File: src/rtl/sbus_pkg.sv
package sbus_pkg;
   typedef enum logic [2:0] {
      ALU_ADD   = 3'd0,
      ALU_SUB   = 3'd1,
      ALU_AND   = 3'd2,
      ALU_OR    = 3'd3,
      ALU_XOR   = 3'd4,
      ALU_PASSB = 3'd5,
      ALU_PASSA = 3'd6,
      ALU_NOTB  = 3'd7
   } alu_op_e;
endpackage

File: src/rtl/sbus_gpr_bank.sv
module sbus_gpr_bank #(
   parameter int DATA_W = 32,
   parameter int NREG   = 8
) (
   input  logic              clk,
   input  logic              rst_n,
   input  logic [NREG-1:0]   load,
   input  logic [NREG-1:0]   drive,
   input  logic [DATA_W-1:0] bus,
   output logic [DATA_W-1:0] drv_val
);
   logic [DATA_W-1:0] q     [NREG];
   logic [DATA_W-1:0] gated [NREG];

   if (NREG < 2) begin : g_bad_nreg
      $error("sbus_gpr_bank: NREG must be at least 2");
   end

   for (genvar i = 0; i < NREG; i++) begin : g_reg
      always_ff @(posedge clk or negedge rst_n) begin
         if (!rst_n)       q[i] <= '0;
         else if (load[i]) q[i] <= bus;
      end
      assign gated[i] = drive[i] ? q[i] : '0;

      // an unselected register keeps its contents
      p_gpr_hold_r2: assert property (@(posedge clk) disable iff (!rst_n)
         !load[i] |=> q[i] == $past(q[i]));
   end

   always_comb begin
      drv_val = '0;
      for (int i = 0; i < NREG; i++) drv_val = drv_val | gated[i];
   end
endmodule

File: src/rtl/sbus_alu.sv
module sbus_alu
   import sbus_pkg::*;
#(
   parameter int DATA_W    = 32,
   parameter int INC_CONST = 4
) (
   input  logic [DATA_W-1:0] y_val,
   input  logic [DATA_W-1:0] bus,
   input  logic              sel_four,
   input  alu_op_e           op,
   output logic [DATA_W-1:0] res,
   output logic              res_neg,
   output logic              res_zero
);
   localparam logic [DATA_W-1:0] K_INC = DATA_W'(INC_CONST);

   logic [DATA_W-1:0] a_op;

   if (INC_CONST <= 0) begin : g_bad_inc
      $error("sbus_alu: INC_CONST must be positive");
   end

   assign a_op = sel_four ? K_INC : y_val;

   always_comb begin
      unique case (op)
         ALU_ADD:   res = a_op + bus;
         ALU_SUB:   res = a_op - bus;
         ALU_AND:   res = a_op & bus;
         ALU_OR:    res = a_op | bus;
         ALU_XOR:   res = a_op ^ bus;
         ALU_PASSB: res = bus;
         ALU_PASSA: res = a_op;
         default:   res = ~bus;
      endcase
   end

   assign res_neg  = res[DATA_W-1];
   assign res_zero = (res == '0);
endmodule

File: src/rtl/sbus_mem_port.sv
module sbus_mem_port #(
   parameter int DATA_W = 32
) (
   input  logic              clk,
   input  logic              rst_n,
   input  logic [DATA_W-1:0] bus,
   input  logic              mar_load,
   input  logic              mdr_load,
   input  logic              rd_cmd,
   input  logic              wr_cmd,
   input  logic              ack,
   input  logic [DATA_W-1:0] rdata,
   output logic [DATA_W-1:0] mar_q,
   output logic [DATA_W-1:0] mdr_q,
   output logic              req,
   output logic              we,
   output logic              done
);
   logic rd_capture;

   assign done       = req & ack;
   assign rd_capture = done & ~we;

   always_ff @(posedge clk or negedge rst_n) begin
      if (!rst_n)        mar_q <= '0;
      else if (mar_load) mar_q <= bus;
   end

   always_ff @(posedge clk or negedge rst_n) begin
      if (!rst_n)          mdr_q <= '0;
      else if (mdr_load)   mdr_q <= bus;
      else if (rd_capture) mdr_q <= rdata;
   end

   always_ff @(posedge clk or negedge rst_n) begin
      if (!rst_n) begin
         req <= 1'b0;
         we  <= 1'b0;
      end else if (req) begin
         if (ack) req <= 1'b0;
      end else if (rd_cmd) begin
         req <= 1'b1;
         we  <= 1'b0;
      end else if (wr_cmd) begin
         req <= 1'b1;
         we  <= 1'b1;
      end
   end

   // controller never asks for read and write together
   p_rw_excl_r8: assert property (@(posedge clk) disable iff (!rst_n)
      !(rd_cmd && wr_cmd));
   // a pending request persists until acknowledged
   p_req_hold_r8: assert property (@(posedge clk) disable iff (!rst_n)
      req && !ack |=> req);
   // the acknowledge cycle ends the request
   p_req_drop_r8: assert property (@(posedge clk) disable iff (!rst_n)
      done |=> !req);
   // direction is stable while a request is pending
   p_dir_hold_r10: assert property (@(posedge clk) disable iff (!rst_n)
      req |=> we == $past(we));
   // read data lands in MDR after an acknowledge without bus load
   p_rd_capture_r8: assert property (@(posedge clk) disable iff (!rst_n)
      rd_capture && !mdr_load |=> mdr_q == $past(rdata));
endmodule

File: src/rtl/sbus_datapath.sv
module sbus_datapath
   import sbus_pkg::*;
#(
   parameter int DATA_W        = 32,
   parameter int NREG          = 8,
   parameter int OFFSET_W      = 16,
   parameter bit OFFSET_SIGNED = 1'b1,
   parameter int INC_CONST     = 4,
   parameter logic [DATA_W-1:0] RESET_PC = '0
) (
   input  logic              clk,
   input  logic              rst_n,
   input  logic [NREG-1:0]   gpr_out_en,
   input  logic [NREG-1:0]   gpr_in_en,
   input  logic              pc_out_en,
   input  logic              pc_in_en,
   input  logic              ir_in_en,
   input  logic              ir_off_out_en,
   input  logic              mar_in_en,
   input  logic              mdr_out_en,
   input  logic              mdr_in_en,
   input  logic              y_in_en,
   input  logic              z_out_en,
   input  logic              z_in_en,
   input  logic              sel_four,
   input  logic [2:0]        alu_op,
   input  logic              mem_rd,
   input  logic              mem_wr,
   input  logic              mem_ack,
   input  logic [DATA_W-1:0] mem_rdata,
   output logic              mem_req,
   output logic              mem_we,
   output logic [DATA_W-1:0] mem_addr,
   output logic [DATA_W-1:0] mem_wdata,
   output logic              mem_done,
   output logic [DATA_W-1:0] bus_value,
   output logic [DATA_W-1:0] ir_value,
   output logic              flag_n,
   output logic              flag_z
);
   localparam int EXT_W = DATA_W - OFFSET_W;

   if (DATA_W < 8) begin : g_bad_width
      $error("sbus_datapath: DATA_W must be at least 8");
   end
   if (OFFSET_W < 1 || OFFSET_W >= DATA_W) begin : g_bad_offset
      $error("sbus_datapath: OFFSET_W must lie in 1..DATA_W-1");
   end

   logic [DATA_W-1:0] bus;
   logic [DATA_W-1:0] gpr_drv;
   logic [DATA_W-1:0] pc_q, ir_q, y_q, z_q;
   logic [DATA_W-1:0] mar_q, mdr_q;
   logic [DATA_W-1:0] ir_off;
   logic [DATA_W-1:0] alu_res;
   logic              alu_neg, alu_zero;
   logic              n_q, zf_q;

   if (OFFSET_SIGNED) begin : g_off_sext
      assign ir_off = {{EXT_W{ir_q[OFFSET_W-1]}}, ir_q[OFFSET_W-1:0]};
   end else begin : g_off_zext
      assign ir_off = {{EXT_W{1'b0}}, ir_q[OFFSET_W-1:0]};
   end

   sbus_gpr_bank #(.DATA_W(DATA_W), .NREG(NREG)) u_gpr (
      .clk     (clk),
      .rst_n   (rst_n),
      .load    (gpr_in_en),
      .drive   (gpr_out_en),
      .bus     (bus),
      .drv_val (gpr_drv)
   );

   always_comb begin
      bus = gpr_drv;
      if (pc_out_en)     bus = bus | pc_q;
      if (z_out_en)      bus = bus | z_q;
      if (mdr_out_en)    bus = bus | mdr_q;
      if (ir_off_out_en) bus = bus | ir_off;
   end

   sbus_alu #(.DATA_W(DATA_W), .INC_CONST(INC_CONST)) u_alu (
      .y_val    (y_q),
      .bus      (bus),
      .sel_four (sel_four),
      .op       (alu_op_e'(alu_op)),
      .res      (alu_res),
      .res_neg  (alu_neg),
      .res_zero (alu_zero)
   );

   sbus_mem_port #(.DATA_W(DATA_W)) u_mem (
      .clk      (clk),
      .rst_n    (rst_n),
      .bus      (bus),
      .mar_load (mar_in_en),
      .mdr_load (mdr_in_en),
      .rd_cmd   (mem_rd),
      .wr_cmd   (mem_wr),
      .ack      (mem_ack),
      .rdata    (mem_rdata),
      .mar_q    (mar_q),
      .mdr_q    (mdr_q),
      .req      (mem_req),
      .we       (mem_we),
      .done     (mem_done)
   );

   always_ff @(posedge clk or negedge rst_n) begin
      if (!rst_n)        pc_q <= RESET_PC;
      else if (pc_in_en) pc_q <= bus;
   end

   always_ff @(posedge clk or negedge rst_n) begin
      if (!rst_n)        ir_q <= '0;
      else if (ir_in_en) ir_q <= bus;
   end

   always_ff @(posedge clk or negedge rst_n) begin
      if (!rst_n)       y_q <= '0;
      else if (y_in_en) y_q <= bus;
   end

   always_ff @(posedge clk or negedge rst_n) begin
      if (!rst_n) begin
         z_q  <= '0;
         n_q  <= 1'b0;
         zf_q <= 1'b0;
      end else if (z_in_en) begin
         z_q  <= alu_res;
         n_q  <= alu_neg;
         zf_q <= alu_zero;
      end
   end

   assign mem_addr  = mar_q;
   assign mem_wdata = mdr_q;
   assign bus_value = bus;
   assign ir_value  = ir_q;
   assign flag_n    = n_q;
   assign flag_z    = zf_q;

   // at most one source drives the bus in any cycle
   p_one_driver_r1: assert property (@(posedge clk) disable iff (!rst_n)
      $countones({gpr_out_en, pc_out_en, z_out_en, mdr_out_en, ir_off_out_en}) <= 1);
   // Z takes the ALU result of the capture cycle
   p_z_capture_r3: assert property (@(posedge clk) disable iff (!rst_n)
      z_in_en |=> z_q == $past(alu_res));
   // without z_in_en the result latch holds
   p_z_hold_r3: assert property (@(posedge clk) disable iff (!rst_n)
      !z_in_en |=> $stable(z_q));
   // stored flags agree with the stored result
   p_flags_r6: assert property (@(posedge clk) disable iff (!rst_n)
      z_in_en |=> (flag_n == z_q[DATA_W-1]) && (flag_z == (z_q == '0)));
   // an idle bus reads as zero
   p_idle_bus_r1: assert property (@(posedge clk) disable iff (!rst_n)
      $countones({gpr_out_en, pc_out_en, z_out_en, mdr_out_en, ir_off_out_en}) == 0
      |-> bus_value == '0);
endmodule

File: config.mk
export PLATFORM = sky130hd
export DESIGN_NAME = sbus_datapath
export DESIGN_NICKNAME = d
export VERILOG_FILES = /design/src/rtl/sbus_pkg.sv /design/src/rtl/sbus_gpr_bank.sv /design/src/rtl/sbus_alu.sv /design/src/rtl/sbus_mem_port.sv /design/src/rtl/sbus_datapath.sv
export SDC_FILE = /design/constraint.sdc
export NUM_CORES = 1
export LEC_CHECK = 0
export ABC_AREA = 0
export BUFFER_PORTS_ARGS = -buffer_cell sky130_fd_sc_hd__buf_2
export CAP_MARGIN = 10
export CORE_ASPECT_RATIO = 1.1
export CORE_UTILIZATION = 60
export CTS_BUF_LIST = sky130_fd_sc_hd__clkbuf_2
export CTS_CLUSTER_DIAMETER = 120
export DETAILED_ROUTE_END_ITERATION = 6
export PLACE_DENSITY_LB_ADDON = 0.2
export SETUP_SLACK_MARGIN = 0.05
export SLEW_MARGIN = 20
export SYNTH_ARGS = -nofsm -noshare
export SYNTH_HDL_FRONTEND = slang
export SYNTH_HIERARCHICAL = 1
export SYNTH_SLANG_ARGS = --single-unit
File: constraint.sdc
create_clock -name clk -period 7 [get_ports clk]
set_clock_uncertainty 0.2 [all_clocks]
set_input_delay 1.05 -clock clk [delete_from_list [all_inputs] [get_ports clk]]
set_output_delay 1.05 -clock clk [all_outputs]
set_load 0.01 [all_outputs]
* Yosys cells after proc, flatten, opt, wreduce, memory -nomap -nowiden
Index checks and enable logic that the tools add are counted.
** Storage, ports and cells
- Bits in registers :: 452
** Cells by class
- Add/sub/neg operators :: 2
- Equality and inequality tests :: 6
- Multiplexer cells :: 22
- Bitwise logic cells :: 19
- Reduce and logical (&&, ||, !) cells :: 5
** Operators with widths (count)
- $mux W32 :: 15
- $or A32 B32 Y32 :: 12
- $pmux W32 S7 :: 1
- $add A32 B32 Y32 :: 1
- $and A32 B32 Y32 :: 1
- $logic_not A32 Y1 :: 1
- $not A32 Y32 :: 1
- $sub A32 B32 Y32 :: 1
- $xor A32 B32 Y32 :: 1
- $eq A3 B3 Y1 const B :: 3
- $eq A3 B2 Y1 const B :: 2
- $mux W1 :: 6
- $reduce_bool A2 Y1 :: 2
- $eq A3 B1 Y1 const B :: 1
- $logic_not A3 Y1 :: 1
- $and A1 B1 Y1 :: 2
- $not A1 Y1 :: 2
- $reduce_and A2 Y1 :: 1

* Depth between registers and ports, before layout
- Depth after elaboration :: 19
- Mapped depth :: 26
- Gate-level depth less buffers :: 24

* Modules after synthesis
The synthesis kept the hierarchy.
** By module, submodules not included
- sbus_gpr_bank :: times used 1, cells each 728, area an instance 11088.1 um2
- sbus_alu :: times used 1, cells each 881, area an instance 5821.8 um2
- sbus_datapath :: times used 1, cells each 525, area an instance 5610.4 um2
- sbus_mem_port :: times used 1, cells each 252, area an instance 3086.7 um2

* Least setup slack after synthesis
No wires, ideal clock.
- Path type :: in2reg
- Start :: input port gpr_out_en[4]
- End :: register zf_q (netlist: flag_z)
- Library setup time :: 0.065 ns
- Data arrival time :: 5.995 ns
- Path slack :: 0.740 ns
- Stages on the path :: 22
- Path buffers :: 2
- Cells stage by stage :: buf_2 a22oi_1 nand4_1 a21o_1 a211oi_1 nand2_1 nor4_1 nand2_1 nor4_1 and2_1 nor2_1 xnor2_1 ha_1 clkbuf_1 nand2_1 nor2_1 nand3_1 nor4b_1 or4_4 or4b_4 nor4_2 mux2_2
** Between the ends
- Word-level cells in the longest chain between the ends :: 16
- Elaborated cells on any way between the ends :: 21
- Those cells by class :: 2 x add/sub; 6 x mux; 12 x bitwise; 1 x reduce/logical
** RTL lines
- start, declared :: RTL line sbus_datapath.sv:13 : input logic [NREG-1:0] gpr_out_en,
- $mux W32 (*) :: RTL line sbus_gpr_bank.sv:24 : assign gated[i] = drive[i] ? q[i] : '0;
- $or A32 B32 Y32 (*) (4 in series) :: RTL line sbus_gpr_bank.sv:33 : for (int i = 0; i < NREG; i++) drv_val = drv_val | gated[i];
- named net gpr_drv[19] :: RTL line sbus_datapath.sv:51 : logic [DATA_W-1:0] gpr_drv;
- $or A32 B32 Y32 :: RTL line sbus_datapath.sv:76 : if (pc_out_en) bus = bus | pc_q;
- $mux W32 (*) :: RTL line sbus_datapath.sv:76
- $or A32 B32 Y32 :: RTL line sbus_datapath.sv:77 : if (z_out_en) bus = bus | z_q;
- $mux W32 (*) :: RTL line sbus_datapath.sv:77
- $or A32 B32 Y32 :: RTL line sbus_datapath.sv:78 : if (mdr_out_en) bus = bus | mdr_q;
- $mux W32 (*) :: RTL line sbus_datapath.sv:78
- $or A32 B32 Y32 :: RTL line sbus_datapath.sv:79 : if (ir_off_out_en) bus = bus | ir_off;
- $mux W32 (*) :: RTL line sbus_datapath.sv:79
- named net bus_value[19] :: RTL line sbus_datapath.sv:36 : output logic [DATA_W-1:0] bus_value,
- $sub A32 B32 Y32 / $add A32 B32 Y32 (equally long branches) :: RTL line sbus_alu.sv:28, sbus_alu.sv:27
- $pmux W32 S7 (*) :: RTL line sbus_alu.sv:26 : unique case (op)
- named net alu_res[24] :: RTL line sbus_datapath.sv:55 : logic [DATA_W-1:0] alu_res;
- $logic_not A32 Y1 (*) :: RTL line sbus_alu.sv:39 : assign res_zero = (res == '0);
- named net alu_zero :: RTL line sbus_datapath.sv:56 : logic alu_neg, alu_zero;
- end signal, assigned :: RTL line sbus_datapath.sv:132 : zf_q <= alu_zero;
- end, declared :: RTL line sbus_datapath.sv:57 : logic n_q, zf_q;
Mark *: on every way through the listed nets, which the timed path passes. The rest lies on a longest branch.
A chain may end at the register's enable or synchronous reset.

* Worst setup path in the final report
- Start :: register u_gpr/q[231] (netlist bit)
- End :: register zf_q (netlist: flag_z)
** Between the ends
- Word-level cells in the longest chain between the ends :: 19
- Elaborated cells on any way between the ends :: 24
- Those cells by class :: 2 x add/sub; 6 x mux; 15 x bitwise; 1 x reduce/logical
** RTL lines
- start, declared :: RTL line sbus_gpr_bank.sv:12 : logic [DATA_W-1:0] q [NREG];
- start signal, assigned by index :: RTL line sbus_gpr_bank.sv:22 : else if (load[i]) q[i] <= bus;
- $mux W32 (*) :: RTL line sbus_gpr_bank.sv:24
- $or A32 B32 Y32 (*) (7 in series) :: RTL line sbus_gpr_bank.sv:33
- named net gpr_drv[7] :: RTL line sbus_datapath.sv:51
- $or A32 B32 Y32 :: RTL line sbus_datapath.sv:76
- $mux W32 (*) :: RTL line sbus_datapath.sv:76
- $or A32 B32 Y32 :: RTL line sbus_datapath.sv:77
- $mux W32 (*) :: RTL line sbus_datapath.sv:77
- $or A32 B32 Y32 :: RTL line sbus_datapath.sv:78
- $mux W32 (*) :: RTL line sbus_datapath.sv:78
- $or A32 B32 Y32 :: RTL line sbus_datapath.sv:79
- $mux W32 (*) :: RTL line sbus_datapath.sv:79
- $sub A32 B32 Y32 / $add A32 B32 Y32 (equally long branches) :: RTL line sbus_alu.sv:28, sbus_alu.sv:27
- $pmux W32 S7 (*) :: RTL line sbus_alu.sv:26
- named net alu_res[30] :: RTL line sbus_datapath.sv:55
- $logic_not A32 Y1 (*) :: RTL line sbus_alu.sv:39
- named net alu_zero :: RTL line sbus_datapath.sv:56
Marks and branches as above.

==> flow_summary.toml <==
[finish]
layout-drive-gt1-share = 0.3233
n_fill_cell = 3317
syn2layout_area_growth_pct = 11.05
nets = 2843

[floorplanning]
initial_core_util = 0.6067
die_area_um2 = 43510
core_um2 = 42210
io_pins = 200
die_h_um = 218.7
floorplan.rows = 79
die_w_um = 199.0

[logic_synthesis]
synth-seq-cells = 452
yosys.area.top_type_share = 0.4417
syn_area_um2 = 25610
async_flop_share = 1.000
ys.flop_type = "dfrtp_1"
synth_area_per_cell_um2 = 10.73
yosysTopAreaCell = "dfrtp_1"
ys_seq_area_frac = 0.4417
ys_types = 89
yosys_warnings = 6
synth_edf_count = 0
syn_inst = 2386
synth_area_leaders = "dfrtp_1 44%, mux2_2 12%, ha_1 4.7%, a22oi_1 4.0%, a21oi_1 2.8%"
synthesis.nets = 2551

[clock_tree]
cts_inserted_buffers = 109
clk_path_buf_depth = 3
h-tree-depth = 3
clock_sinks = 452
worstSkewPairLatency_ps = 1150
tritoncts = "done"
cts-root-buf = "clkbuf_2"
path_clk_slew_ps = 130
cts_setup_buffers = 0

[outcome]
violations = "design-rule violations"
status = "finished, violations left"

[drt]
first_iter_violations = 2122
wl_um = 82410
routed_via_density = 6.372
via_count = 21240
ant_nets = 0
drc = 5
wl_per_cell_um = 24.73
drt_first_pass_iters = 7

[global_route]
grt_max_degree = 168
track_usage = 0.3799
grt_pass1_wl_um = 123700
antenna_found_initial = 5
grt_pass1_vias = 20900
grt-ovfl-total = 0

[timing]
grt_setup_unrepaired = "no"
tns_ps = 0
fmax_mhz = 167.0
slew_headroom = 0.2293
tightest_slew_ps = 1156
fin_ws_ps = 1013
period_share = 0.8553
post-route-min-period_ps = 5987
setup_viol_count_final = 0
hold_viol_final = 0
slew_viol_final = 0

[place]
post-place-ws_ps = 127.3
io_buffers = 199
dp_hpwl_um = 55790
gp_congestion = 0.9523

[power]
power_density_nw_per_um2 = 187.6
power_mw = 5.335
ir_worst_vdd_uv = 160.1
p_int_mw = 3.612
p_sw_mw = 1.723
swShare = 0.3229
p_comb_frac = 0.164
p_leak_nw = 11.01
power_frac_clock = 0.321
seqPwrFrac = 0.515

[setup_path]
arrival_ps = 6850
worstSetupPathType = "flip-flop to flip-flop"
start_kind = "flip-flop"
critPathCaptureType = "flip-flop"
crit_fanout = 7
crit_required_ps = 7860

[min_path]
min_path_type = "flip-flop to flip-flop"

[job]
drv_cap = 0
## power groups by stage
stage | Combinational, mW | Clock [mW] | Sequential [mW]
after floorplan | 0.559 | 0 | 2.77
after global placement | 0.826 | 0 | 2.79
after detailed placement | 0.839 | 0 | 2.80
after CTS | 0.860 | 1.75 | 2.74
after global routing | 0.939 | 1.89 | 2.75
final | 0.873 | 1.71 | 2.75
## path summary, 6_finish.rpt
kind / endpoint / cells after the start / start / slack (ps)
worst max-delay path: flag_z / 24 / u_gpr/q[231] / 1010
worst max register to register: flag_z / 24 / u_gpr/q[231] / 1010
max in group asynchronous: u_gpr/q[104] / 3 / rst_n / 4840
worst min register to register: pc_q[17] / 2 / pc_q[17] / 290
worst min-delay path: pc_q[17] / 2 / pc_q[17] / 290
min in group asynchronous: flag_z / 2 / rst_n / 310
## area by class of cell
type | count | area, um^2 | share of cell area
flip-flops and latches | 452 | 11310 | 0.3977
well taps | 567 | 709.4 | 0.02495
clock inverters | 37 | 165.2 | 0.005808
multi-input cells | 1669 | 12850 | 0.4520
inverters | 102 | 382.9 | 0.01346
clock buffers | 158 | 790.8 | 0.02781
repair buffers | 344 | 2216 | 0.07792
diodes | 4 | 10.01 | 0.0003520
## worst max-delay path, cell delays in order (launching register included)
cell	delay [ps]
dfrtp_1	400
a22oi_1	220
nand4_1	230
a21oi_1	160
and2_1	210
inv_1	70
or4_1	560
nand4b_1	410
nor4_1	310
buf_4	200
and2_1	140
buf_4	110
a31oi_1	90
xnor2_1	140
ha_1	440
nand2_1	120
nor3_1	220
o22ai_1	140
and4_1	220
a21oi_1	130
o211ai_1	170
a211oi_1	320
nand4_1	230
nor4_2	280
mux2_2	180
## cell families after synthesis
kind of cell	after synthesis	synth area share
multiplexers	343	0.1579
flip-flops	452	0.4417
XOR/XNOR	45	0.01539
AND/OR/NAND/NOR	541	0.1028
AO/OA/AOI/OAI	642	0.1776
adder cells (fa/ha/maj)	98	0.04818
buffers and inverters	265	0.05644
## registers in the layout (all words and copies together) (netlist names), 32 cells and up
name / cells
u_mem/mdr_q: 32
z_q: 32
ir_value: 32
pc_q: 32
y_q: 32
u_mem/mar_q: 32
u_gpr/q: 256
## routing by layer
metal / vias to the layer above / wire length (um) / GRT usage
li1: 9301 / - / -
met1: 10650 / 33300 / 0.4970
met2: 1057 / 38540 / 0.5971
met3: 235 / 6258 / 0.07114
met4: 0 / 4317 / 0.2059
met5: - / 0 / 0
## through the flow
step	hold slack [ps]	instance area, um^2	instances	util
after floorplan	249.7	25610	2386	-
after global placement	262.7	27100	3097	0.6420
after detailed placement	270.4	27100	3097	0.6420
after CTS	204.4	28420	3329	0.6734
after global routing	269.7	28440	3333	0.6738
final	294.4	28440	3333	0.6738
## layout by cell type, fill, tap and decap left out, types with 13 or more instances in the layout
master / n
dfrtp_1: 452
mux2_2: 279
buf_2: 198
clkbuf_2: 158
nand2_1: 154
nor2_1: 149
a21oi_1: 143
a22oi_1: 136
buf_4: 105
inv_1: 97
ha_1: 97
a21oi_2: 63
o21ai_0: 62
a31oi_1: 43
nand4_1: 43
mux2_4: 41
nor2b_1: 40
nand2b_1: 39
xnor2_1: 39
dlygate4sd3_1: 37
a21o_1: 30
clkinv_1: 28
and2_1: 25
nand3_1: 21
nor3_1: 20
a211oi_1: 18
a222oi_1: 16
mux2i_1: 15
or3_1: 14
o22ai_1: 13
## synth_stat cells, drive strengths merged (5+ instances only)
| cell | n |
|---|---|
| dfrtp | 452 |
| and2 | 28 |
| nor2 | 150 |
| buf | 105 |
| o21a | 11 |
| and3 | 6 |
| mux2 | 324 |
| a211oi | 29 |
| ha | 97 |
| a21oi | 206 |
| inv | 102 |
| nand2b | 40 |
| nor2b | 40 |
| xor2 | 6 |
| mux2i | 15 |
| and4 | 5 |
| or3 | 15 |
| nor3 | 20 |
| o211ai | 12 |
| a31oi | 43 |
| xnor2 | 39 |
| nor4 | 7 |
| o31ai | 10 |
| a22oi | 136 |
| nand2 | 154 |
| a21o | 30 |
| nand4 | 43 |
| o221ai | 11 |
| a222oi | 16 |
| o21ai | 74 |
| o22ai | 13 |
| nand3 | 21 |
| clkbuf | 58 |
## repair_timing
action | 4_1_cts | 5_1_grt
hold endpoints to repair | 110 | 0
hold buffers | 37 | 0
gates resized for setup | 0 | 0
Power figures use the tool's default switching activity.
